**config.mk**
```make
export PLATFORM = sky130hd
export DESIGN_NAME = port_flush_walker
export DESIGN_NICKNAME = d
export VERILOG_FILES = /design/src/rtl/pfw_pkg.sv /design/src/rtl/pfw_entry_rule.sv /design/src/rtl/pfw_sequencer.sv /design/src/rtl/port_flush_walker.sv
export SDC_FILE = /design/constraint.sdc
export NUM_CORES = 1
export LEC_CHECK = 0
export BUFFER_PORTS_ARGS = -buffer_cell sky130_fd_sc_hd__buf_2
export CAP_MARGIN = 30
export CORE_MARGIN = 4
export CORE_UTILIZATION = 40
export DETAILED_ROUTE_END_ITERATION = 16
export PLACE_DENSITY = 0.68
export SYNTH_ARGS = -nofsm -noshare
export SYNTH_HDL_FRONTEND = slang
export SYNTH_SLANG_ARGS = --single-unit
```
**constraint.sdc**
```tcl
create_clock -name clk -period 1.5 [get_ports clk]
set_input_delay 0.075 -clock clk [delete_from_list [all_inputs] [get_ports clk]]
set_output_delay 0.075 -clock clk [all_outputs]
set_load 0.01 [all_outputs]
```
**src/rtl/pfw_pkg.sv**
```systemverilog
package pfw_pkg;

    // Field positions inside a table entry; these are decoded by neighbours.
    localparam int TYPE_LSB     = 60;
    localparam int TYPE_W       = 2;
    localparam int MC_BIT       = 40;
    localparam int PORT_FLD_LSB = 66;

    typedef enum logic [1:0] {
        ET_FREE      = 2'd0,
        ET_ADDR      = 2'd1,
        ET_VLAN      = 2'd2,
        ET_VLAN_ADDR = 2'd3
    } ent_type_e;

    typedef enum logic [2:0] {
        ST_IDLE  = 3'd0,
        ST_READ  = 3'd1,
        ST_EVAL  = 3'd2,
        ST_WRITE = 3'd3,
        ST_DONE  = 3'd4
    } walk_st_e;

endpackage

```
**src/rtl/pfw_entry_rule.sv**
```systemverilog
module pfw_entry_rule
    import pfw_pkg::*;
#(
    parameter int EXT_PORTS = 2,
    parameter int NUM_PORTS = EXT_PORTS + 1,
    parameter int PNUM_W    = (NUM_PORTS > 1) ? $clog2(NUM_PORTS) : 1,
    parameter int ENTRY_W   = PORT_FLD_LSB + NUM_PORTS
) (
    input  logic [ENTRY_W-1:0]   ent_i,
    input  logic [NUM_PORTS-1:0] flush_i,
    output logic [ENTRY_W-1:0]   ent_o,
    output logic                 is_addr_o
);

    localparam logic [NUM_PORTS-1:0] HOST_BIT = NUM_PORTS'(1) << EXT_PORTS;

    ent_type_e               ent_type;
    logic                    is_mcast;
    logic [NUM_PORTS-1:0]    member_mask;
    logic [NUM_PORTS-1:0]    remain_mask;
    logic [PNUM_W-1:0]       owner_port;
    logic [NUM_PORTS-1:0]    owner_hit_vec;
    logic                    owner_hit;
    logic                    member_hit;
    logic                    host_only;

    assign ent_type    = ent_type_e'(ent_i[TYPE_LSB +: TYPE_W]);
    assign is_addr_o   = (ent_type == ET_ADDR) || (ent_type == ET_VLAN_ADDR);
    assign is_mcast    = ent_i[MC_BIT];
    assign member_mask = ent_i[PORT_FLD_LSB +: NUM_PORTS];
    assign owner_port  = ent_i[PORT_FLD_LSB +: PNUM_W];
    assign remain_mask = member_mask & ~flush_i;
    assign member_hit  = |(member_mask & flush_i);
    assign host_only   = (remain_mask == HOST_BIT);

    // One comparator per port: owner number matches and that port is flushed.
    for (genvar p = 0; p < NUM_PORTS; p++) begin : g_owner
        assign owner_hit_vec[p] = flush_i[p] && (owner_port == PNUM_W'(p));
    end
    assign owner_hit = |owner_hit_vec;

    always_comb begin
        ent_o = ent_i;
        if (is_addr_o) begin
            if (is_mcast) begin
                if (member_hit) begin
                    ent_o[PORT_FLD_LSB +: NUM_PORTS] = remain_mask;
                    if (host_only) begin
                        ent_o[TYPE_LSB +: TYPE_W] = ET_FREE;
                    end
                end
            end else if (owner_hit) begin
                ent_o[TYPE_LSB +: TYPE_W] = ET_FREE;
            end
        end
    end

endmodule

```
**src/rtl/pfw_sequencer.sv**
```systemverilog
module pfw_sequencer
    import pfw_pkg::*;
#(
    parameter int DEPTH  = 16,
    parameter int ADDR_W = (DEPTH > 1) ? $clog2(DEPTH) : 1
) (
    input  logic              clk,
    input  logic              rst_n,
    input  logic              start_i,
    input  logic              is_addr_i,
    output walk_st_e          state_o,
    output logic [ADDR_W-1:0] idx_o
);

    localparam logic [ADDR_W-1:0] LAST_IDX = ADDR_W'(DEPTH - 1);

    typedef struct packed {
        walk_st_e          st;
        logic [ADDR_W-1:0] idx;
    } seq_t;

    seq_t seq_d, seq_q;
    logic at_last;

    assign at_last = (seq_q.idx == LAST_IDX);

    always_comb begin
        seq_d = seq_q;
        unique case (seq_q.st)
            ST_IDLE: begin
                if (start_i) begin
                    seq_d.st  = ST_READ;
                    seq_d.idx = '0;
                end
            end
            ST_READ: begin
                seq_d.st = ST_EVAL;
            end
            ST_EVAL: begin
                if (is_addr_i) begin
                    seq_d.st = ST_WRITE;
                end else if (at_last) begin
                    seq_d.st = ST_DONE;
                end else begin
                    seq_d.st  = ST_READ;
                    seq_d.idx = seq_q.idx + 1'b1;
                end
            end
            ST_WRITE: begin
                if (at_last) begin
                    seq_d.st = ST_DONE;
                end else begin
                    seq_d.st  = ST_READ;
                    seq_d.idx = seq_q.idx + 1'b1;
                end
            end
            ST_DONE: begin
                seq_d.st = ST_IDLE;
            end
            default: begin
                seq_d.st = ST_IDLE;
            end
        endcase
    end

    always_ff @(posedge clk or negedge rst_n) begin
        if (!rst_n) begin
            seq_q.st  <= ST_IDLE;
            seq_q.idx <= '0;
        end else begin
            seq_q <= seq_d;
        end
    end

    assign state_o = seq_q.st;
    assign idx_o   = seq_q.idx;

endmodule

```
**src/rtl/port_flush_walker.sv**
```systemverilog
module port_flush_walker
    import pfw_pkg::*;
#(
    parameter int EXT_PORTS = 2,
    parameter int DEPTH     = 16,
    parameter int NUM_PORTS = EXT_PORTS + 1,
    parameter int ADDR_W    = (DEPTH > 1) ? $clog2(DEPTH) : 1,
    parameter int ENTRY_W   = PORT_FLD_LSB + NUM_PORTS
) (
    input  logic                 clk,
    input  logic                 rst_n,
    input  logic                 start_i,
    input  logic [NUM_PORTS-1:0] flush_mask_i,
    output logic                 busy_o,
    output logic                 done_o,
    output logic                 tbl_en_o,
    output logic                 tbl_we_o,
    output logic [ADDR_W-1:0]    tbl_addr_o,
    output logic [ENTRY_W-1:0]   tbl_wdata_o,
    input  logic [ENTRY_W-1:0]   tbl_rdata_i
);

    typedef struct packed {
        logic [NUM_PORTS-1:0] flush;
        logic [ENTRY_W-1:0]   ent;
    } dp_t;

    dp_t                 dp_d, dp_q;
    walk_st_e            state;
    logic [ADDR_W-1:0]   idx;
    logic [ENTRY_W-1:0]  rule_out;
    logic                rule_is_addr;

    pfw_sequencer #(
        .DEPTH  (DEPTH),
        .ADDR_W (ADDR_W)
    ) u_seq (
        .clk       (clk),
        .rst_n     (rst_n),
        .start_i   (start_i),
        .is_addr_i (rule_is_addr),
        .state_o   (state),
        .idx_o     (idx)
    );

    pfw_entry_rule #(
        .EXT_PORTS (EXT_PORTS),
        .NUM_PORTS (NUM_PORTS),
        .ENTRY_W   (ENTRY_W)
    ) u_rule (
        .ent_i     (tbl_rdata_i),
        .flush_i   (dp_q.flush),
        .ent_o     (rule_out),
        .is_addr_o (rule_is_addr)
    );

    always_comb begin
        dp_d = dp_q;
        if (state == ST_IDLE && start_i) begin
            dp_d.flush = flush_mask_i;
        end
        if (state == ST_EVAL) begin
            dp_d.ent = rule_out;
        end
    end

    always_ff @(posedge clk or negedge rst_n) begin
        if (!rst_n) begin
            dp_q <= '0;
        end else begin
            dp_q <= dp_d;
        end
    end

    assign busy_o      = (state != ST_IDLE);
    assign done_o      = (state == ST_DONE);
    assign tbl_en_o    = (state == ST_READ) || (state == ST_WRITE);
    assign tbl_we_o    = (state == ST_WRITE);
    assign tbl_addr_o  = idx;
    assign tbl_wdata_o = dp_q.ent;

endmodule

```
==> results.toml, run 1 <==
[run_status]
status = "completed"

[floorplanning]
start_util_pct = 41.05
fp.dieH_um = 105.1
coreArea_um2 = 9196
die_w_um = 105.1
ioPinCount = 152
die-area_um2 = 11060
num_rows = 35

[drt]
drtIter0Drc = 113
wl_per_cell_um = 13.04
post-route-drc-count = 0
totalWireLength_mm = 9.295
ant_nets = 0
via_per_inst = 4.526
firstDrtPassIters = 4
vias = 3227

[layout]
drive_gt1_share_pct = 31.73
mostFrequentLayoutCell = "nand2_1"
mostFrequentLayoutCells = "nand2_1 (213), buf_2 (150), dfrtp_1 (76)"
nets = 673
area_growth_pct = 35.13
post-route-util_pct = 55.47
n_antenna_cell = 0
instances_no_fill = 713

[timing]
fin_tns_setup_ps = 0
tightest_slew_ps = 399.8
skew_ps = 11.68
min_period_ps = 1427
clock.fmax_mhz = 700.6
hold_viol = 0
relSlewSlack_pct = 73.35
final_max_slew_viol_count = 0
rsz0062_at_grt = "no"
post-route-period-util_pct = 95.16
setup_viol = 0
setup_slack_ps = 72.62

[hold_path]
min_path_type = "input pin to flip-flop"
hold_start = "tbl_rdata_i[40]"
hold_depth = 3

[yosys]
yosys.area_share.simple_pct = 27.71
ys_seq_area_share_pct = 52.37
syn_area_per_cell_um2 = 8.658
synth_top_family_by_area = "simple AND/OR/NAND/NOR gates"
synth_xor_area_share_pct = 0
yosys-mux-area-fraction_pct = 0.2652
synth_compound_area_share_pct = 2.718
syn_area_um2 = 3775
synth_cells = 436
synth_seq_cells = 79
synth_nets = 512
synthDistinctLibCells = 31
yosysWarnings = 0
synth.area.top_cells = "dfrtp_1 (52%), nand2_1 (21%), buf_4 (15%)"
synth-adder-area-share_pct = 0.3315
post-synth-top-area-fraction_pct = 52.37
synth_top_area_cell = "dfrtp_1"

[clock_network]
cts_buffers = 9
clock-sinks = 79
clkSlewWorstSetupHoldPaths_ps = 80
cts-root-buf = "clkbuf_8"
htree_levels = 3
clockBufferDepth = 2
cts_tree = "built"
insertion_delay_ps = 340

[grt]
grt_pass1_wl_mm = 15.45
antenna_found_initial = 0
grt_usage_pct = 17.22
grt_max_degree = 35
grt_overflow = 0
grt_pass1_vias = 3264

[run]
drv_cap = 0

[worst_setup_path]
criticalPathCategory = "flip-flop to output pin"
regToRegStartpoint = "u_seq.state_o[0]"
path_max_fanout = 9
slowest_delay_ps = 470
slowest_stage = "dfrtp_2"
critPathArrivalTime_ps = 1350
critical_path.startpoint = "u_seq.state_o[0]"
startpoint_type = "flip-flop"
worstSetupEndpointType = "output pin"
critPathRequiredTime_ps = 1420
reg2reg_depth = 3
path_cells = "or3_1 -> buf_2"

[power_and_ir_drop]
p_sw_uw = 3803
p_int_uw = 5614
switching_share_pct = 40.39
ir_worst_vdd_mv = 0.8348
cellLeakagePower_uw = 0.002817
seqPwrFrac_pct = 39.9
pwr-share-clk_pct = 15.5
combPwrFrac_pct = 44.6
powerDensity_nw_per_um2 = 1846

[placed_design]
place_inst = 626
pre_cts_slack_ps = 6.556
gp_congestion = 0.7883
io_buffers = 151
hpwl_mm = 6.200
-- per-layer routing --
layer | share of wire, % | track usage [%]
met5 | 0 | 0
met4 | 1.8 | 5.811
met3 | 6.0 | 4.756
met2 | 48 | 28.55
met1 | 44 | 21.68
-- final cells by class --
cell class	count	area (um2)
Sequential cell	79	1981
Multi-Input combinational cell	268	1176
Inverter	1	3.754
Timing Repair Buffer	238	1619
Clock inverter	5	41.29
Tap cell	111	138.9
Fill cell	816	4095
Clock buffer	11	141.4
-- sequential cells by signal (all words and copies together), names as in the netlist --
| register | count |
|---|---|
| tbl_wdata_o | 69 |
| u_seq.idx_o | 4 |
| dp_q | 3 |
| u_seq.state_o | 3 |
-- cell families after synthesis --
kind of cell | Yosys count
flops | 79
fa+ha+maj | 1
compound gates | 18
mux | 1
buf+inv | 89
simple gates | 248
-- final timing paths --
check,to,slack [ps]
worst max register to register,u_seq.idx_o[2],100
worst min register to register,tbl_wdata_o[66],470
worst max-delay path,busy_o,70
min in group asynchronous,tbl_wdata_o[54],130
max in group asynchronous,u_seq.state_o[0],870
worst min-delay path,tbl_wdata_o[40],30
-- power groups by stage --
stage / combinational, uW / sequential [uW] / clock, uW
2_1_floorplan: 3640 / 3630 / 0
3_3_place_gp: 3950 / 3760 / 0
3_5_place_dp: 4050 / 3800 / 0
4_1_cts: 4200 / 3770 / 1520
5_1_grt: 4690 / 3900 / 1610
6_report: 4200 / 3760 / 1460
-- worst max-delay path: cells and delay by family, from the launching register on --
family                 cells  cell delay (ps)
flip-flops                 1              470
AND/OR/NAND/NOR            1              390
buffers and inverters      1              150
-- stage by stage --
stage               cell area [um2]  total power [uW]  hold WS [ps]
floorplan                      3775              7262        -220.6
global placement               4194              7707        -49.02
detailed placement             4194              7857        -49.80
CTS                            5079              9492         1.590
global route                   5101             10200         5.836
finish                         5101              9417         26.74
-- timing repair --
item | 4_1_cts | 5_1_grt
endpoints found under the setup margin | 8 | 60
gates resized for setup | 1 | 5
buffers inserted | 0 | 1
hold endpoints to repair | 148 | 0
hold buffers | 70 | 0
-- cell usage after synthesis --
cell	count
a21oi_1	9
nor3b_1	2
nor3b_4	1
dfrtp_1	79
or4b_4	1
nand3_1	9
o21ai_0	3
nor2_1	3
or3_1	1
a311oi_1	1
clkbuf_1	10
or4_1	1
nand2b_1	5
inv_1	1
nor2b_1	3
buf_6	2
o22ai_1	1
buf_2	3
mux2i_1	1
o21ai_1	1
nor3_1	2
ha_1	1
nor3_2	1
and3_1	3
a22oi_1	2
o211ai_1	1
nand3b_1	1
nand2_1	213
nand4b_1	1
buf_4	73
nor4b_4	1
Power figures use the tool's default switching activity.
==> inputs of run 2 (changes only) <==
--- a/config.mk
+++ b/config.mk
@@ -5,11 +5,13 @@
 export SDC_FILE = /design/constraint.sdc
 export NUM_CORES = 1
 export LEC_CHECK = 0
+export ABC_AREA = 1
 export BUFFER_PORTS_ARGS = -buffer_cell sky130_fd_sc_hd__buf_2
 export CAP_MARGIN = 30
 export CORE_MARGIN = 4
 export CORE_UTILIZATION = 40
 export DETAILED_ROUTE_END_ITERATION = 16
+export GPL_TIMING_DRIVEN = 0
 export PLACE_DENSITY = 0.68
 export SYNTH_ARGS = -nofsm -noshare
 export SYNTH_HDL_FRONTEND = slang
==> run 2 against run 1 <==
  * Sequential share of layout area fell by 3.9 points
  * Critical path depth rose by 5
  * Cell count rose by 12%
  * Worst setup slack improved by 69 ps
  * Via count rose by 6.7%
  * Sequential power barely moved
  * Utilization rose by 6.0 points
  * Die area fell by 0.62%
==> results.toml, run 2 <==
[placed_design]
gp_congestion = 0.7954
pre_cts_slack_ps = 112.6
io_buffers = 151
hpwl_mm = 6.414

[worst_setup_path]
crit_end = "tbl_wdata_o[38]"
r2r_end = "tbl_wdata_o[38]"
crit_buf_inv = 3
critPathRequiredTime_ps = 1730
worstSetupEndpointType = "flip-flop"
path_max_fanout = 10
critPathTopFamily = "buffers and inverters"
path_cells = "inv_2 -> nand2_4 -> nor2_4 -> inv_2 -> buf_2 -> nand2_1 -> nand2_1"
critPathArrivalTime_ps = 1590
regToRegStartpoint = "u_seq.state_o[2]"
criticalPathCategory = "flip-flop to flip-flop"
slowest_delay_ps = 420
startpoint_type = "flip-flop"
slowest_stage = "dfrtp_1"
r2r_slack_ps = 140
reg2reg_depth = 7
crit_cells = 7
critical_path.startpoint = "u_seq.state_o[2]"

[timing]
clock.fmax_mhz = 735.9
post-route-period-util_pct = 90.59
rsz0062_at_grt = "no"
relSlewSlack_pct = 66.41
final_max_slew_viol_count = 0
skew_ps = 12.33
tightest_slew_ps = 503.9
min_period_ps = 1359
setup_viol = 0
fin_tns_setup_ps = 0
setup_slack_ps = 141.2
hold_viol = 0

[yosys]
ys_top_cells_by_count = "nand2_1 (220), dfrtp_1 (79), buf_4 (69)"
yosysWarnings = 0
synth_ff_type = "dfrtp_1"
synth-edff-count = 0
async_reset_ff_share_pct = 100.0
synth_seq_cells = 79
synth_top_area_cell = "dfrtp_1"
post-synth-top-area-fraction_pct = 52.72
synthDistinctLibCells = 23
synth_cells = 445
syn_area_um2 = 3750
syn_area_per_cell_um2 = 8.427
synth.area.top_cells = "dfrtp_1 (53%), nand2_1 (22%), buf_4 (14%)"
synth_nets = 521
ys_seq_area_share_pct = 52.72
yosysMostFrequentCell = "nand2_1"

[clock_network]
insertion_delay_ps = 350
htree_levels = 3
post_cts_buffers = 0
clock-sinks = 79
clkSlewWorstSetupHoldPaths_ps = 80
cts_buffers = 9
clockBufferDepth = 2
cts-root-buf = "clkbuf_8"
cts_tree = "built"

[floorplanning]
ioPinCount = 152
die-area_um2 = 10990
start_util_pct = 40.78
fp.dieH_um = 104.8
num_rows = 35
die_w_um = 104.8
coreArea_um2 = 9196

[power_and_ir_drop]
cellLeakagePower_uw = 0.003233
ir_worst_vdd_mv = 1.161
powerDensity_nw_per_um2 = 1986

[layout]
mostFrequentLayoutCells = "nand2_1 (219), buf_2 (158), dfrtp_1 (78)"
area_growth_pct = 50.85
largest_reg_flops = 69
mostFrequentLayoutCell = "nand2_1"
n_antenna_cell = 0
drive_gt1_share_pct = 38.16
nets = 755

[grt]
grt_pass1_vias = 3489
grt_max_degree = 43
antenna_found_initial = 0
grt_usage_pct = 18.38
grt_overflow = 0
grt_pass1_wl_mm = 16.38

[drt]
firstDrtPassIters = 5
via_per_inst = 4.331
post-route-drc-count = 0
totalWireLength_mm = 9.765
wl_per_cell_um = 12.28
ant_nets = 0
vias = 3443
drtIter0Drc = 139

[run_status]
status = "completed"

[run]
drv_cap = 0

[hold_path]
min_path_type = "input pin to flip-flop"
run 2: cell types whose count changed in the layout (fill, tap and decap cells not counted), moves of 5 or more:
| cell | delta |
|---|---|
| nand2b_1 | -5 |
| buf_2 | +8 |
| buf_4 | +56 |
| inv_2 | +5 |
| nor2_1 | +9 |
| nand2_1 | +6 |
| inv_1 | +10 |
run 2: layer usage:
metal	vias up	part of all wire (%)	track usage, %
met3	16	4.8	4.015
met1	1570	42	22.02
met2	103	51	32.08
li1	1754	-	-
met4	0	2.0	7.216
met5	-	0	0
run 2: what timing repair did:
item / CTS / global route
hold buffers: 71 / 0
endpoints found under the setup margin: 0 / 5
endpoints found under the hold margin: 106 / 0
resized for setup: 0 / 3
run 2: worst min path at each step:
stage,startpoint,endpoint,slack [ps],depth (start not counted)
4_1_cts,tbl_rdata_i[61],tbl_wdata_o[61],30,5
5_1_grt,tbl_rdata_i[61],tbl_wdata_o[61],50,5
6_report,tbl_rdata_i[61],tbl_wdata_o[61],50,5
2_1_floorplan,rst_n,dp_q[69],-220,0
3_5_place_dp,rst_n,tbl_wdata_o[59],80,1
3_3_place_gp,tbl_rdata_i[22],tbl_wdata_o[22],280,3
run 2: worst register-to-register path, delay by kind of cell, from the launching register on:
family / cells / cell delay (ps)
buffers and inverters: 3 / 440
DFF: 1 / 420
and+or+nand+nor: 4 / 390
run 2: where the power goes:
group	switching [uW]	leakage [uW]	internal [uW]
registers	577	0.000975	3150
clock network	783	0.000134	1320
logic	2690	0.00212	2710
run 2: cells by family (layout without fill, tap and decap cells):
group                      count (synthesis)  in the layout  synth area share [%]
AOI/OAI and AO/OA                         17             17                 2.469
DFF                                       79             79                 52.72
buffers and inverters                     99            338                 18.29
xor gates and xnor gates                   1              1                0.2336
and+or+nand+nor                          248            248                 25.96
adders and majority gates                  1              1                0.3336
run 2: layout make-up:
class                   count  area, um2
fillers                   801       3540
flip-flops and latches     79       1978
repair buffers            223       1489
multi-input cells         267       1095
plain buffers              83      625.6
clock buffers              11      141.4
well taps                 111      138.9
clock inverters             5      128.9
inverters                  16      60.06
run 2: per-stage QoR:
step | utilization, % | cells | hold WS, ps | power, uW | cell area, um2
2_1_floorplan | - | 445 | -220.6 | 7289 | 3750
3_3_place_gp | 50.50 | 707 | 276.9 | 8865 | 4644
3_5_place_dp | 50.75 | 708 | 84.25 | 9004 | 4667
4_1_cts | 61.42 | 795 | 26.75 | 11280 | 5648
5_1_grt | 61.51 | 795 | 51.69 | 12110 | 5657
6_report | 61.51 | 795 | 46.33 | 11240 | 5657
==> inputs of run 3 (changes only) <==
--- a/config.mk
+++ b/config.mk
@@ -12,7 +12,8 @@
 export CORE_UTILIZATION = 40
 export DETAILED_ROUTE_END_ITERATION = 16
 export GPL_TIMING_DRIVEN = 0
-export PLACE_DENSITY = 0.68
+export PLACE_DENSITY = 0.66
 export SYNTH_ARGS = -nofsm -noshare
 export SYNTH_HDL_FRONTEND = slang
+export SYNTH_HIERARCHICAL = 1
 export SYNTH_SLANG_ARGS = --single-unit
==> run 3 against run 2 <==
  * Critical path depth decreased by 3
  * Sequential power about the same
  * Synthesized area increased by 19%
  * Flip-flop and latch count unchanged
  * Non-clock buffer count increased by 10
  * Utilization decreased by 6.0 points
  * Largest cell class unchanged
==> results.toml, run 3 <==
[floorplanning]
die-area_um2 = 12860
coreArea_um2 = 10840
start_util_pct = 41.00
fp.dieH_um = 113.4
die_w_um = 113.4
ioPinCount = 152
num_rows = 38

[placed_design]
pre_cts_slack_ps = 30.26
gp_congestion = 0.8265
hpwl_mm = 7.450
place_inst = 770
io_buffers = 88

[yosys]
synth_cells = 541
synth_nets = 617
synth-edff-count = 0
synth_ff_type = "dfrtp_1"
syn_area_per_cell_um2 = 8.215
ys_seq_area_share_pct = 44.48
async_reset_ff_share_pct = 100.0
yosysWarnings = 6
syn_area_um2 = 4444
synth_top_area_cell = "dfrtp_1"
synth_seq_cells = 79
yosysMostFrequentCell = "nand2_1"
synth.area.top_cells = "dfrtp_1 (44%), buf_4 (24%), nand2_1 (14%)"
synthDistinctLibCells = 24
ys_top_cells_by_count = "nand2_1 (170), buf_4 (140), dfrtp_1 (79)"
post-synth-top-area-fraction_pct = 44.48

[timing]
setup_slack_ps = 70.23
clock.fmax_mhz = 699.4
fin_tns_setup_ps = 0
min_period_ps = 1430
setup_viol = 0
final_max_slew_viol_count = 0
hold_viol = 0
post-route-period-util_pct = 95.32
tightest_slew_ps = 583.9
relSlewSlack_pct = 61.07
skew_ps = 9.858

[power_and_ir_drop]
power.total_uw = 11490
switching_share_pct = 39.35
pwr-share-clk_pct = 14.1
cellLeakagePower_uw = 0.003394
seqPwrFrac_pct = 32.4
combPwrFrac_pct = 53.5
ir_worst_vdd_mv = 0.8609
p_int_uw = 6967
p_sw_uw = 4521
powerDensity_nw_per_um2 = 1908

[drt]
post-route-drc-count = 0
wl_per_cell_um = 13.00
totalWireLength_mm = 11.11
ant_nets = 0
vias = 3811
via_per_inst = 4.457
drtIter0Drc = 254
firstDrtPassIters = 5

[worst_setup_path]
startpoint_type = "flip-flop"
critPathTopFamily = "buffers and inverters"
crit_buf_inv = 3
path_cells = "buf_6 -> clkbuf_8 -> nor3b_2 -> buf_2"
r2r_end = "u_seq/idx_o[3]"
critPathArrivalTime_ps = 1350
critPathRequiredTime_ps = 1420
r2r_slack_ps = 160
regToRegStartpoint = "u_seq/state_o[1]"
worstSetupEndpointType = "output pin"
slowest_delay_ps = 400
criticalPathCategory = "flip-flop to output pin"
path_max_fanout = 10
slowest_stage = "dfrtp_1"
reg2reg_depth = 9

[grt]
grt_pass1_vias = 3735
grt_pass1_wl_mm = 18.09
grt_overflow = 0
grt_max_degree = 45
grt_usage_pct = 17.65
antenna_found_initial = 0

[clock_network]
insertion_delay_ps = 350
clkSlewWorstSetupHoldPaths_ps = 80
cts-root-buf = "clkbuf_8"
clock-sinks = 79
cts_tree = "built"
cts_buffers = 9
clockBufferDepth = 2
htree_levels = 3

[layout]
area_growth_pct = 35.47
instances_no_fill = 855
mostFrequentLayoutCells = "nand2_1 (170), buf_4 (143), buf_2 (92)"
nets = 787
mostFrequentLayoutCell = "nand2_1"
n_antenna_cell = 0
largest_reg_flops = 69
drive_gt1_share_pct = 38.88

[run]
drv_cap = 0

[hold_path]
hold_end = "tbl_wdata_o[61]"
hold_depth = 5
min_path_type = "input pin to flip-flop"
hold_start = "tbl_rdata_i[61]"

[run_status]
status = "completed"
[run 3: cell types whose count changed after synthesis, sizes merged, moves of 6 or more]
cell	before	now
inv	16	22
buf	83	152
a21oi	6	0
nand3	8	78
nand2	221	177
[run 3: power groups by stage]
stage                     Sequential (uW)  Clock (uW)  Combinational, uW
after detailed placement             3750           0               5920
final                                3730        1620               6140
after global placement               3700           0               5820
after floorplan                      3610           0               4200
after CTS                            3720        1670               6170
after global routing                 3850        1760               6810
[run 3: cell families (layout without fill, tap and decap cells)]
logic type	after synthesis	count (layout)	share of synthesized area, %
and+or+nand+nor	277	277	27.00
buffers and inverters	179	353	27.45
DFF	79	79	44.48
AOI/OAI and AO/OA	4	4	0.5911
adders and majority gates	1	1	0.2815
xor gates and xnor gates	1	1	0.1971
[run 3: worst max-delay path by stage]
stage	start	to	slack [ps]	depth (start not counted)
5_1_grt	u_seq/state_o[1]	tbl_we_o	-7	4
4_1_cts	u_seq/state_o[2]	busy_o	20	4
2_1_floorplan	u_seq/idx_o[0]	u_seq/idx_o[3]	300	7
6_report	u_seq/state_o[1]	done_o	70	4
3_3_place_gp	rst_n	tbl_wdata_o[4]	-270	1
3_5_place_dp	u_seq/state_o[1]	tbl_wdata_o[36]	30	4
[run 3: tightest hold or removal path, delay by kind of cell]
family	cells	cell delay, ps
and+or+nand+nor	3	180
buffers and inverters	2	120
[run 3: routing by layer]
layer  track usage (%)  wire (um)  vias up
li1                  -          -     1896
met1             21.95       4686     1775
met2             30.29       5584      125
met3             3.342        660       15
met4             7.051        182        0
met5                 0          0        -
[run 3: repair_timing]
action | CTS | global route
hold buffers | 68 | 0
buffers inserted | 1 | 1
setup endpoints to repair | 3 | 3
endpoints found under the hold margin | 101 | 0
gates resized for setup | 10 | 2
pin swaps | 0 | 0
[run 3: area by class of cell]
type / count / area [um2]
Timing Repair Buffer: 159 / 1166
Multi-Input combinational cell: 283 / 1257
Inverter: 22 / 82.58
Clock inverter: 4 / 45.04
Sequential cell: 79 / 1979
Tap cell: 140 / 175.2
Fill cell: 962 / 4820
Clock buffer: 11 / 151.4
Buffer: 157 / 1164
[run 3: metrics by stage]
stage               hold slack, ps  utilization, %  area (um2)
floorplan                   -220.6               -        4444
global placement             308.4           46.68        5060
detailed placement           83.58           46.95        5090
CTS                          34.33           55.38        6003
global route                 87.98           55.54        6021
finish                       44.99           55.54        6021
